===== config.mk =====
export PLATFORM = sky130hd
export DESIGN_NAME = rx_ring_walker
export DESIGN_NICKNAME = d
export VERILOG_FILES = /design/src/rtl/rx_ring_walker.sv
export SDC_FILE = /design/constraint.sdc
export NUM_CORES = 1
export LEC_CHECK = 0
export BUFFER_PORTS_ARGS = -buffer_cell sky130_fd_sc_hd__clkbuf_2
export CAP_MARGIN = 30
export CORE_UTILIZATION = 40
export DETAILED_ROUTE_END_ITERATION = 10
export GPL_ROUTABILITY_DRIVEN = 0
export HOLD_SLACK_MARGIN = 0.03
export PLACE_DENSITY = 0.73
export SYNTH_ARGS = -nofsm -noshare
export SYNTH_HDL_FRONTEND = slang
export SYNTH_SLANG_ARGS = --single-unit

===== constraint.sdc =====
create_clock -name clk -period 2.4 [get_ports clk]
set_clock_uncertainty 0.1 [all_clocks]
set_input_delay 0.12 -clock clk [delete_from_list [all_inputs] [get_ports clk]]
set_output_delay 0.12 -clock clk [all_outputs]
set_load 0.01 [all_outputs]

===== src/rtl/rx_ring_walker.sv =====
module rx_ring_walker #(
  parameter int LEN_W      = 13,
  parameter int DESC_WORDS = 4
) (
  input  logic             clk,
  input  logic             rst_n,
  input  logic [31:0]      ring_base,
  input  logic             start,
  input  logic             resume,
  output logic             rd_req,
  output logic [31:0]      rd_addr,
  input  logic             rd_ack,
  input  logic [31:0]      rd_data,
  output logic             buf_valid,
  output logic [31:0]      buf_addr,
  output logic [LEN_W-1:0] buf_size,
  input  logic             seg_done,
  input  logic [LEN_W-1:0] seg_bytes,
  input  logic             seg_last,
  output logic             wb_req,
  output logic [31:0]      wb_addr,
  output logic [31:0]      wb_data,
  input  logic             wb_ack,
  output logic             suspended
);
  localparam int STRIDE = DESC_WORDS * 4;
  localparam int FL     = LEN_W + 1;

  typedef enum logic [2:0] {S_IDLE, S_FETCH, S_DISP, S_BUF, S_WB, S_SUSP} st_t;

  st_t              st;
  logic [31:0]      base_q, desc_addr, b1, b2;
  logic [1:0]       widx;
  logic [LEN_W-1:0] sz1, sz2;
  logic             chain, eor, use_b2, used, first_q, last_q, open_q;
  logic [FL-1:0]    flen;

  wire        b2_ok     = !chain && (sz2 != '0);
  wire [31:0] next_addr = eor ? base_q : (chain ? b2 : desc_addr + 32'(STRIDE));

  assign rd_req    = (st == S_FETCH);
  assign rd_addr   = desc_addr + {28'd0, widx, 2'b00};
  assign buf_valid = (st == S_BUF);
  assign buf_addr  = use_b2 ? b2 : b1;
  assign buf_size  = use_b2 ? sz2 : sz1;
  assign wb_req    = (st == S_WB);
  assign wb_addr   = desc_addr;
  assign wb_data   = used ? ((32'(flen) << 16) | (32'(first_q) << 9) | (32'(last_q) << 8)) : 32'd0;
  assign suspended = (st == S_SUSP);

  always_ff @(posedge clk) begin
    if (!rst_n) begin
      st <= S_IDLE;  base_q <= '0;  desc_addr <= '0;  widx <= '0;
      sz1 <= '0;  sz2 <= '0;  chain <= 1'b0;  eor <= 1'b0;
      b1 <= '0;  b2 <= '0;  use_b2 <= 1'b0;  used <= 1'b0;
      first_q <= 1'b0;  last_q <= 1'b0;  open_q <= 1'b0;  flen <= '0;
    end else if (start) begin
      base_q <= ring_base;  desc_addr <= ring_base;  widx <= '0;
      open_q <= 1'b0;  flen <= '0;  st <= S_FETCH;
    end else begin
      case (st)
        S_FETCH: if (rd_ack) begin
          if (widx == 2'd0 && !rd_data[31]) st <= S_SUSP;
          else begin
            widx <= widx + 2'd1;
            case (widx)
              2'd1: begin
                sz1   <= rd_data[LEN_W-1:0];
                sz2   <= rd_data[16 +: LEN_W];
                chain <= rd_data[14];
                eor   <= rd_data[15];
              end
              2'd2: b1 <= rd_data;
              2'd3: begin b2 <= rd_data; st <= S_DISP; end
              default: ;
            endcase
          end
        end
        S_DISP: begin
          first_q <= !open_q;
          last_q  <= 1'b0;
          used    <= 1'b0;
          if (!open_q) flen <= '0;
          if (sz1 != '0) begin use_b2 <= 1'b0; st <= S_BUF; end
          else if (b2_ok) begin use_b2 <= 1'b1; st <= S_BUF; end
          else st <= S_WB;
        end
        S_BUF: if (seg_done) begin
          flen   <= flen + FL'(seg_bytes);
          used   <= 1'b1;
          open_q <= !seg_last;
          if (seg_last) begin last_q <= 1'b1; st <= S_WB; end
          else if (!use_b2 && b2_ok) use_b2 <= 1'b1;
          else st <= S_WB;
        end
        S_WB: if (wb_ack) begin desc_addr <= next_addr; st <= S_FETCH; end
        S_SUSP: if (resume) st <= S_FETCH;
        default: ;
      endcase
    end
  end


  rd_hold_chk: assert property (@(posedge clk) disable iff (!rst_n)
    rd_req && !rd_ack && !start |=> rd_req && $stable(rd_addr));


  wb_hold_chk: assert property (@(posedge clk) disable iff (!rst_n)
    wb_req && !wb_ack && !start |=> wb_req && $stable(wb_data) && $stable(wb_addr));


  wb_own_chk: assert property (@(posedge clk) disable iff (!rst_n)
    wb_req |-> !wb_data[31]);


  susp_quiet_chk: assert property (@(posedge clk) disable iff (!rst_n)
    suspended |-> !rd_req && !buf_valid && !wb_req);


  susp_hold_chk: assert property (@(posedge clk) disable iff (!rst_n)
    suspended && !resume && !start |=> suspended);


  buf_size_chk: assert property (@(posedge clk) disable iff (!rst_n)
    buf_valid |-> buf_size != '0);


  one_phase_chk: assert property (@(posedge clk) disable iff (!rst_n)
    $onehot0({rd_req, buf_valid, wb_req, suspended}));
endmodule


== Word-level counts from Yosys, hierarchy flattened ==
Index checks and enable logic that the tools add are counted.

* Flip-flop bits (word level): 180
* Latch bits: 0
* RAM bits: 0
* ROM bits: 0
* Input bits: 85
* Output and inout bits: 145
* Logic and storage cells: 115
* Memories kept: 0

* $add $sub $neg: 4
* $mul: 0
* Div/mod/pow operators: 0
* $lt $le $gt $ge: 0
* Eq/ne operators: 25
* Shift-type cells: 0
* Multiplexer cells: 34
* Bitwise operators: 5
* Reductions and logical operators: 30

{| class="wikitable"
|+ Operators by type and width
! cell !! number
|-
| 32-bit two-way mux || 6
|-
| 32-bit by 4-bit adder with 32-bit output || 1
|-
| 32-bit by 5-bit adder with 32-bit output, second input constant || 1
|-
| 3-bit two-way mux || 10
|-
| 30-bit two-way mux || 1
|-
| 30-bit by 10-bit bitwise OR with 30-bit output || 1
|-
| 30-bit by 9-bit bitwise OR with 30-bit output || 1
|-
| 14-bit two-way mux || 2
|-
| 14-bit case mux with 2 select lines || 1
|-
| 13-bit nonzero test || 2
|-
| 3-bit case mux with 5 select lines || 1
|-
| 5-bit AND reduction || 3
|-
| 14-bit by 13-bit adder with 14-bit output || 1
|-
| 7-bit AND reduction || 2
|-
| 13-bit two-way mux || 1
|-
| 2-bit by 1-bit != test with 1-bit output, second input constant || 5
|-
| 1-bit two-way mux || 9
|-
| 3-bit by 2-bit != test with 1-bit output, second input constant || 3
|-
| 3-bit != test, second input constant || 3
|-
| 3-bit AND reduction || 3
|-
| 3-bit by 2-bit equality test with 1-bit output, second input constant || 2
|-
| 3-bit equality test, second input constant || 2
|-
| 2-bit != test, second input constant || 3
|-
| 1-bit case mux with 2 select lines || 3
|-
| 18 further kinds || 31
|}

== Longest topological paths before layout ==
Gate-level depths: netlist (run 1).

* Depth in word-level cells: 8
* Depth in mapped cells: 10
* Mapped depth without buffers: 9

== Worst setup path after synthesis (run 1) ==
Ideal clock, no wire load.

* Kind: reg-to-output
* Start point: register desc_addr[4] (netlist: wb_addr[4])
* End point: output rd_addr[26]
* Data arrival time: 2,015 ps
* Data required time: 2,180 ps
* Path slack: 165 ps
* Stages on the path, launching flop included: 9
* Path buffers: 1
* Path through: dfxtp_1 -> ha_1 -> and4_1 -> clkbuf_2 -> nand3_4 -> nor3_4 -> and2_2 -> nand3_1 -> xnor2_1

* Cells in the longest elaborated chain, start to end: 1

{| class="wikitable"
|+ Ends and longest elaborated chain
! what !! line !! text
|-
| start: declaration || 32 || <nowiki>logic [31:0] base_q, desc_addr, b1, b2;</nowiki>
|-
| start signal: assignment || 53 || <nowiki>st <= S_IDLE; base_q <= '0; desc_addr <= '0; widx <= '0;</nowiki>
|-
| start signal: assignment || 58 || <nowiki>base_q <= ring_base; desc_addr <= ring_base; widx <= '0;</nowiki>
|-
| start signal: assignment || 96 || <nowiki>S_WB: if (wb_ack) begin desc_addr <= next_addr; st <= S_FETCH; end</nowiki>
|-
| 32-bit by 4-bit adder with 32-bit output || 42 || <nowiki>assign rd_addr = desc_addr + {28'd0, widx, 2'b00};</nowiki>
|-
| end: declaration || 11 || <nowiki>output logic [31:0] rd_addr,</nowiki>
|}

Every way passes these cells.

== Final worst setup path (run 1) ==
* Start point: register desc_addr[14] (netlist: wb_addr[14])
* End point: output rd_addr[24]

Same word-level chain as after synthesis.

==> results by group, run 1 <==
Clocking
  – Max clock buf depth: 2
  – Clock sinks: 180
  – CTS Buf Count: 17
  – Root Driver: clkbuf_16
  – Htree depth: 4
  – Worst-Skew Late Latency: 0.44 ns
  – CTS tree: yes
  – Clock transition at path regs: 0.08 ns

Layout
  – Final layout net count: 1646
  – Layout cells sized above 1: 25.7%
  – Fin area: 13200 um^2
  – P&R area growth vs syn: 27.7%
  – # fillers: 2369

Global route
  – Antenna violations before repair: 1
  – Global-route wire length before repair: 50700 um
  – Vias in the first global route: 9438
  – Total global routing overflow: 0
  – Pin count of the biggest net entering global routing: 100
  – Overall Global Routing Usage: 24.6%

Die
  – Std cell rows: 58
  – Die width: about 160 um
  – # IOs: 230
  – Die H: approximately 160 um
  – Die ar.: 26400 um^2
  – Core Footprint: between 20000 and 30000 um^2
  – Initial Util: around two fifths

Run status
  – Violated checks: setup timing
  – Status: finished, violations left

Routing
  – DR WL met2: 15200 um
  – Routed met3 length: 2500 um
  – Vias/cell: 5.43
  – Routed length per placed instance: about 17 um
  – M1 wire length: 14300 um
  – Detail Route Antenna Nets: 0
  – Iter 0 DRT Violations: 854
  – TritonRoute pass-1 iters: 6
  – DRC violations left: 0
  – WL final: between 30000 and 40000 um
  – Top Layer Used: met4
  – Via count: 10200

Synth
  – Synth async-reset ratio: 0%
  – Post-synth EDFFs: 0
  – Sequential share of the synthesized area: around a third
  – YS warnings: 0
  – Syn Area/Cell: 8.08 um^2
  – Synthesized flop and latch total: 180
  – Mapped cell area: slightly above 10000 um^2
  – Top_reg_cell synth: dfxtp_1
  – Syn Inst Count: roughly 1300
  – Post-synth cell types: 72

STA
  – Final min period: 2.42 ns
  – Achievable Freq: 413 MHz
  – RSZ-0062 raised after global routing: true
  – Period utilization: 101%
  – Final setup margin: -0.0209 ns
  – Max-slew violation count: 0
  – Slew headroom: 28.9%
  – Hold Vio Cnt, Final: 0
  – Final setup fails: 2
  – Least-Margin Pin Slew: 1.06 ns

Power and ir drop
  – VDD IR max: 0.476 mV
  – Comb power frac: 12.8%
  – Sequential share of power: 46.4%
  – Clock share of power: approximately two fifths
  – PwrDens: 514 nW/um^2
  – Sw power: approximately 1900 uW
  – Sw Ratio: 28.3%
  – Lkg Pwr: 0.00538 uW
  – Overall Power: 6770 uW
  – Internal Power: 4850 uW

Critical path
  – Worst path slowest cell: or3_4
  – WP data arrival: 2.20 ns
  – Max incr delay on CP: 0.42 ns
  – Required @ worst endpoint: approximately 2.2 ns
  – Bufs and invs on worst path: 2
  – CP Cell Sequence: nand4_4 > or3_4 > nor3_4 > and2_4 > buf_6 > xor2_1 > buf_2
  – CP endpoint kind: output pin
  – Crit path max fanout: 4
  – Worst setup SP type: flop
  – Crit path kind: reg -> out
  – Critical path's top delay family: simple AND/OR/NAND/NOR gates

Job
  – Max Cap Violations: 0

Placement
  – HPWL Detailed: 23100 um
  – # port buffers: 213
  – Placed instance area: 11700 um^2

Worst hold path
  – Worst hold path class: in -> reg
[registers in the layout, summed over array words and instances, names as in the netlist]
signal,flops
widx,2
base_q,32
b2,32
sz1,13
sz2,13
used,1
flen,14
b1,32
chain,1
use_b2,1
first_q,1
last_q,1
st,3
open_q,1
wb_addr,32
eor,1
[timing repair]
| item | CTS | global route |
|---|---|---|
| pin swaps | 2 | 9 |
| endpoints found under the setup margin | 16 | 20 |
| hold buffers | 69 | 0 |
| gates resized for setup | 23 | 29 |
| setup buffers | 2 | 9 |
| hold endpoints to repair | 163 | 0 |
[cell type report]
class | count | area (um^2) | share of cell area, %
Multi-Input combinational cell | 979 | 6190 | 47.0
Sequential cell | 180 | 3630 | 27.6
Timing Repair Buffer | 338 | 2270 | 17.2
Clock buffer | 17 | 425 | 3.23
Tap cell | 330 | 413 | 3.13
Clock inverter | 15 | 160 | 1.21
Inverter | 21 | 78.8 | 0.598
Antenna cell | 1 | 2.50 | 0.0190
[path summary, 6_finish.rpt]
kind                                to  depth (start not counted)                      from  slack, ns
setup / recovery           rd_addr[24]                          7  wb_addr[14]$_SDFFE_PN0P_      -0.02
hold / removal    flen[1]$_SDFFE_PP0P_                          5                  seg_done       0.06
setup reg to reg  flen[8]$_SDFFE_PP0P_                          8      flen[0]$_SDFFE_PP0P_       0.19
hold reg to reg     b1[9]$_SDFFE_PN0P_                          2        b1[9]$_SDFFE_PN0P_       0.35
[Yosys cell counts (all sizes together), types with 2 or more instances]
library cell | instances | share of area [%]
nor4 | 11 | 0.67
mux2i | 35 | 3.4
o21ai | 64 | 3.1
o31ai | 2 | 0.15
xnor2 | 38 | 3.2
nand2 | 290 | 11
o211ai | 5 | 0.36
xor2 | 22 | 1.9
a22o | 10 | 0.85
and3 | 16 | 0.98
a21o | 6 | 0.44
nor3 | 17 | 0.93
a31oi | 7 | 0.42
dfxtp | 180 | 35
nand2b | 3 | 0.18
buf | 54 | 3.6
nand3b | 4 | 0.29
a21boi | 107 | 7.8
and2 | 28 | 1.7
a32o | 2 | 0.19
nor2b | 24 | 1.5
o22ai | 3 | 0.18
a221oi | 2 | 0.17
or2 | 3 | 0.18
o21a | 3 | 0.22
nand3 | 24 | 1.4
o21bai | 2 | 0.15
and4 | 6 | 0.52
fa | 2 | 0.39
o311ai | 4 | 0.56
clkbuf | 59 | 2.2
a22oi | 3 | 0.22
a21oi | 51 | 2.5
nor2 | 59 | 2.2
ha | 22 | 2.7
mux2 | 45 | 4.9
or3 | 3 | 0.23
o2111ai | 3 | 0.25
nand4 | 11 | 0.81
a41oi | 9 | 0.76
a211oi | 4 | 0.29
a2111oi | 3 | 0.32
inv | 21 | 0.76
[tightest hold or removal path: stages]
cell and delay, ns:
clkbuf_2 0.13, nand2_1 0.08, nor2_1 0.09, a21oi_1 0.05
nor2_1 0.07
[routing by layer]
layer,vias up,track usage [%]
li1,4891,-
met1,4799,33.8
met2,474,38.9
met3,46,3.90
met4,0,8.58
met5,-,0
[kinds of logic after synthesis]
| family | synth area share [%] |
|---|---|
| simple gates | 22.6 |
| compound gates | 19.4 |
| flops | 34.9 |
| buf+inv | 6.58 |
| mux | 8.30 |
| xor+xnor | 5.09 |
| fa+ha+maj | 3.05 |
| other cells | 0.0363 |
[layout by cell type (no fill, tap or decap), drive strengths merged, types with 38 or more instances in the layout]
cell type,netlist,layout
clkbuf,59,224
a21boi,107,107
a21oi,51,51
nor2,59,59
nand2,290,290
mux2,45,45
xnor2,38,38
buf,54,62
o21ai,64,64
dlygate4sd3,0,69
dfxtp,180,180
[power groups by stage]
stage	clock (uW)	combinational [uW]	sequential, uW
2_1_floorplan	0	487	3200
3_3_place_gp	0	738	3210
3_5_place_dp	0	750	3210
4_1_cts	2800	844	3140
5_1_grt	2940	948	3150
6_report	2760	865	3140
[stage by stage]
step	hold slack [ns]	instances	TNS (ns)	setup slack (ns)	util, %
after CTS	0.0396	1871	0	0.00706	51.5
final	0.0599	1881	-0.0289	-0.0209	52.2
after floorplan	0.116	1293	0	0.165	-
after global routing	0.0979	1881	-0.447	-0.0924	52.2
after detailed placement	0.258	1768	0	0.204	46.2
after global placement	0.260	1768	0	0.267	46.2
No activity file was read; power rests on OpenSTA's default activity.
==> run 2: changes to the inputs <==
CTS_BUF_LIST = sky130_fd_sc_hd__clkbuf_8   (was unset)
TNS_END_PERCENT = 50   (was unset)
==> results by group, run 2 (synthesis results as in run 1) <==
Run status
  – Status: finished, violations left
  – Violated checks: setup timing

STA
  – Max-slew violation count: 0 (unchanged)
  – Least-Margin Pin Slew: 1.04 ns (-0.0216 ns)
  – Final min period: 2.47 ns (+0.0468 ns)
  – Final setup fails: 4 (+2)
  – Period utilization: 103% (+1.9 points)
  – Worst Hold Slack: 0.0707 ns (+0.0109 ns)
  – Slew headroom: 30.4% (+1.4 points)
  – RSZ-0062 raised after global routing: true
  – Hold Vio Cnt, Final: 0 (unchanged)
  – Achievable Freq: 405 MHz (-1.9%)
  – Final setup margin: -0.0677 ns (-0.0468 ns)

Die
  – # IOs: 230 (unchanged)
  – Die width: 163 um (unchanged)
  – Die ar.: 26400 um^2 (unchanged)
  – Initial Util: 40.9% (unchanged)
  – Die H: 163 um (unchanged)
  – Core Footprint: 25300 um^2 (unchanged)
  – Std cell rows: 58 (unchanged)

Worst hold path
  – Hold Crit Endpoint: flen[2]$_SDFFE_PP0P_
  – Worst Hold Depth: 5 (unchanged)
  – Worst hold path class: in -> reg
  – Hold path start: seg_bytes[2]

Placement
  – Placed Instances: 1768 (unchanged)
  – Dpl ws: 0.204 ns (unchanged)
  – HPWL Detailed: 23100 um (unchanged)
  – # port buffers: 213 (unchanged)

Global route
  – Overall Global Routing Usage: 24.6% (+0.055 points)
  – Global-route wire length before repair: 50700 um (-0.15%)
  – Total global routing overflow: 0 (unchanged)
  – Pin count of the biggest net entering global routing: 100 (unchanged)
  – Vias in the first global route: 9388 (-0.53%)
  – Antenna violations before repair: 0 (-1)

Routing
  – Detail Route Antenna Nets: 0 (unchanged)
  – Routed length per placed instance: 17.4 um (-0.10%)
  – Vias/cell: 5.42 (-0.11%)
  – TritonRoute pass-1 iters: 5 (-1)
  – Via count: 10200 (+0.31%)
  – DRC violations left: 0 (unchanged)
  – WL final: 32800 um (+0.32%)
  – Iter 0 DRT Violations: 876 (+2.6%)

Power and ir drop
  – PwrDens: 467 nW/um^2 (-9.2%)
  – Lkg Pwr: 0.00534 uW (-0.83%)
  – VDD IR max: 0.339 mV (-29%)
  – Overall Power: 6100 uW (-10%)

Critical path
  – Crit Reg-Reg Startpoint: flen[0]$_SDFFE_PP0P_
  – CP endpoint kind: output pin
  – Worst setup SP type: flop
  – Crit path max fanout: 5 (+1)
  – Reg2reg end: flen[8]$_SDFFE_PP0P_
  – Flop2flop setup slack: 0.17 ns (-0.02 ns)
  – WP data arrival: 2.25 ns (+0.05 ns)
  – Required @ worst endpoint: 2.18 ns (about the same)
  – Crit path kind: reg -> out
  – Register-to-Register Path Depth: 8 (unchanged)

Layout
  – P&R area growth vs syn: 26.6%
  – Final Non-Filler Cells: 1889 (+0.43%)
  – Layout cells sized above 1: 26.6% (+0.94 points)
  – Most frequent cells in the layout: nand2_1, clkbuf_2, dfxtp_1
  – Commonest non-fill, non-tap cell in the layout: nand2_1
  – Antenna Cells: 0 (-1)
  – Final layout net count: 1655 (+0.55%)

Job
  – Max Cap Violations: 0 (unchanged)

Clocking
  – Clock transition at path regs: 0.10 ns (+0.02 ns)
  – Max clock buf depth: 2 (unchanged)
  – Root Driver: clkbuf_8
  – Worst-Skew Late Latency: 0.48 ns (+0.04 ns)
  – Clock sinks: 180 (unchanged)
  – CTS tree: yes
  – Htree depth: 4 (unchanged)
  – CTS Buf Count: 17 (unchanged)
-- run 2: cell types whose count changed in the layout (fill, tap and decap cells not counted), sizes merged --
cell,before,now
dlygate4sd3,69,70
clkbuf,224,220
buf,62,74
diode,1,0
-- run 2: cell type report --
cell class              instances  area [um^2]
clock inverters                15          160
clock buffers                  17          234
multi-input cells             979         6200
well taps                     330          413
fillers                      2393        12200
inverters                      21         78.8
repair buffers                347         2330
flip-flops and latches        180         3640
-- run 2: metal layers --
metal / track usage [%] / routed length [um] / up-vias
li1: - / - / 4900
met1: 33.8 / 14500 / 4779
met2: 38.7 / 14800 / 503
met3: 4.05 / 2580 / 60
met4: 9.18 / 916 / 0
met5: 0 / 0 / -
-- run 2: how the worst max path moves through the flow --
| stage | start | end | slack (ns) | depth (start not counted) |
|---|---|---|---|---|
| floorplan | wb_addr[4]$_SDFFE_PN0P_ | rd_addr[26] | 0.17 | 8 |
| global placement | wb_addr[4]$_SDFFE_PN0P_ | rd_addr[26] | 0.27 | 8 |
| detailed placement | flen[2]$_SDFFE_PP0P_ | flen[13]$_SDFFE_PP0P_ | 0.20 | 7 |
| CTS | wb_addr[14]$_SDFFE_PN0P_ | rd_addr[28] | -0.008 | 7 |
| global route | wb_addr[4]$_SDFFE_PN0P_ | rd_addr[28] | -0.18 | 9 |
| finish | wb_addr[4]$_SDFFE_PN0P_ | rd_addr[28] | -0.07 | 9 |
-- run 2: critical path, stage by stage, from the launching register on --
cell and delay, ns:
dfxtp_2 0.34, buf_4 0.12, ha_4 0.15, and4_4 0.27, nand3_4 0.10, nor3_4 0.22, and2_4 0.21, nand2_2 0.07
xnor2_2 0.15, buf_2 0.16
-- run 2: what timing repair did --
item / CTS / global route
pin swaps: 9 / 10
hold endpoints to repair: 166 / 0
setup buffers: 9 / 10
gates resized for setup: 33 / 28
hold buffers: 70 / 0
setup endpoints to repair: 18 / 27
cloned: 0 / 0
-- run 2: report_power, final --
group	total (uW)	internal, uW	switching [uW]	leakage (uW)
registers	3140	3060	83.1	0.00147
clock network	2080	778	1300	0.000196
logic	878	412	466	0.00367
total	6100	4250	1850	0.00534
-- run 2: through the flow --
step	setup TNS, ns	instance area, um^2	util [%]
2_1_floorplan	0	10400	-
3_3_place_gp	0	11700	46.2
3_5_place_dp	0	11700	46.2
4_1_cts	-0.0211	12900	51.1
5_1_grt	-1.16	13100	51.7
6_report	-0.149	13100	51.7
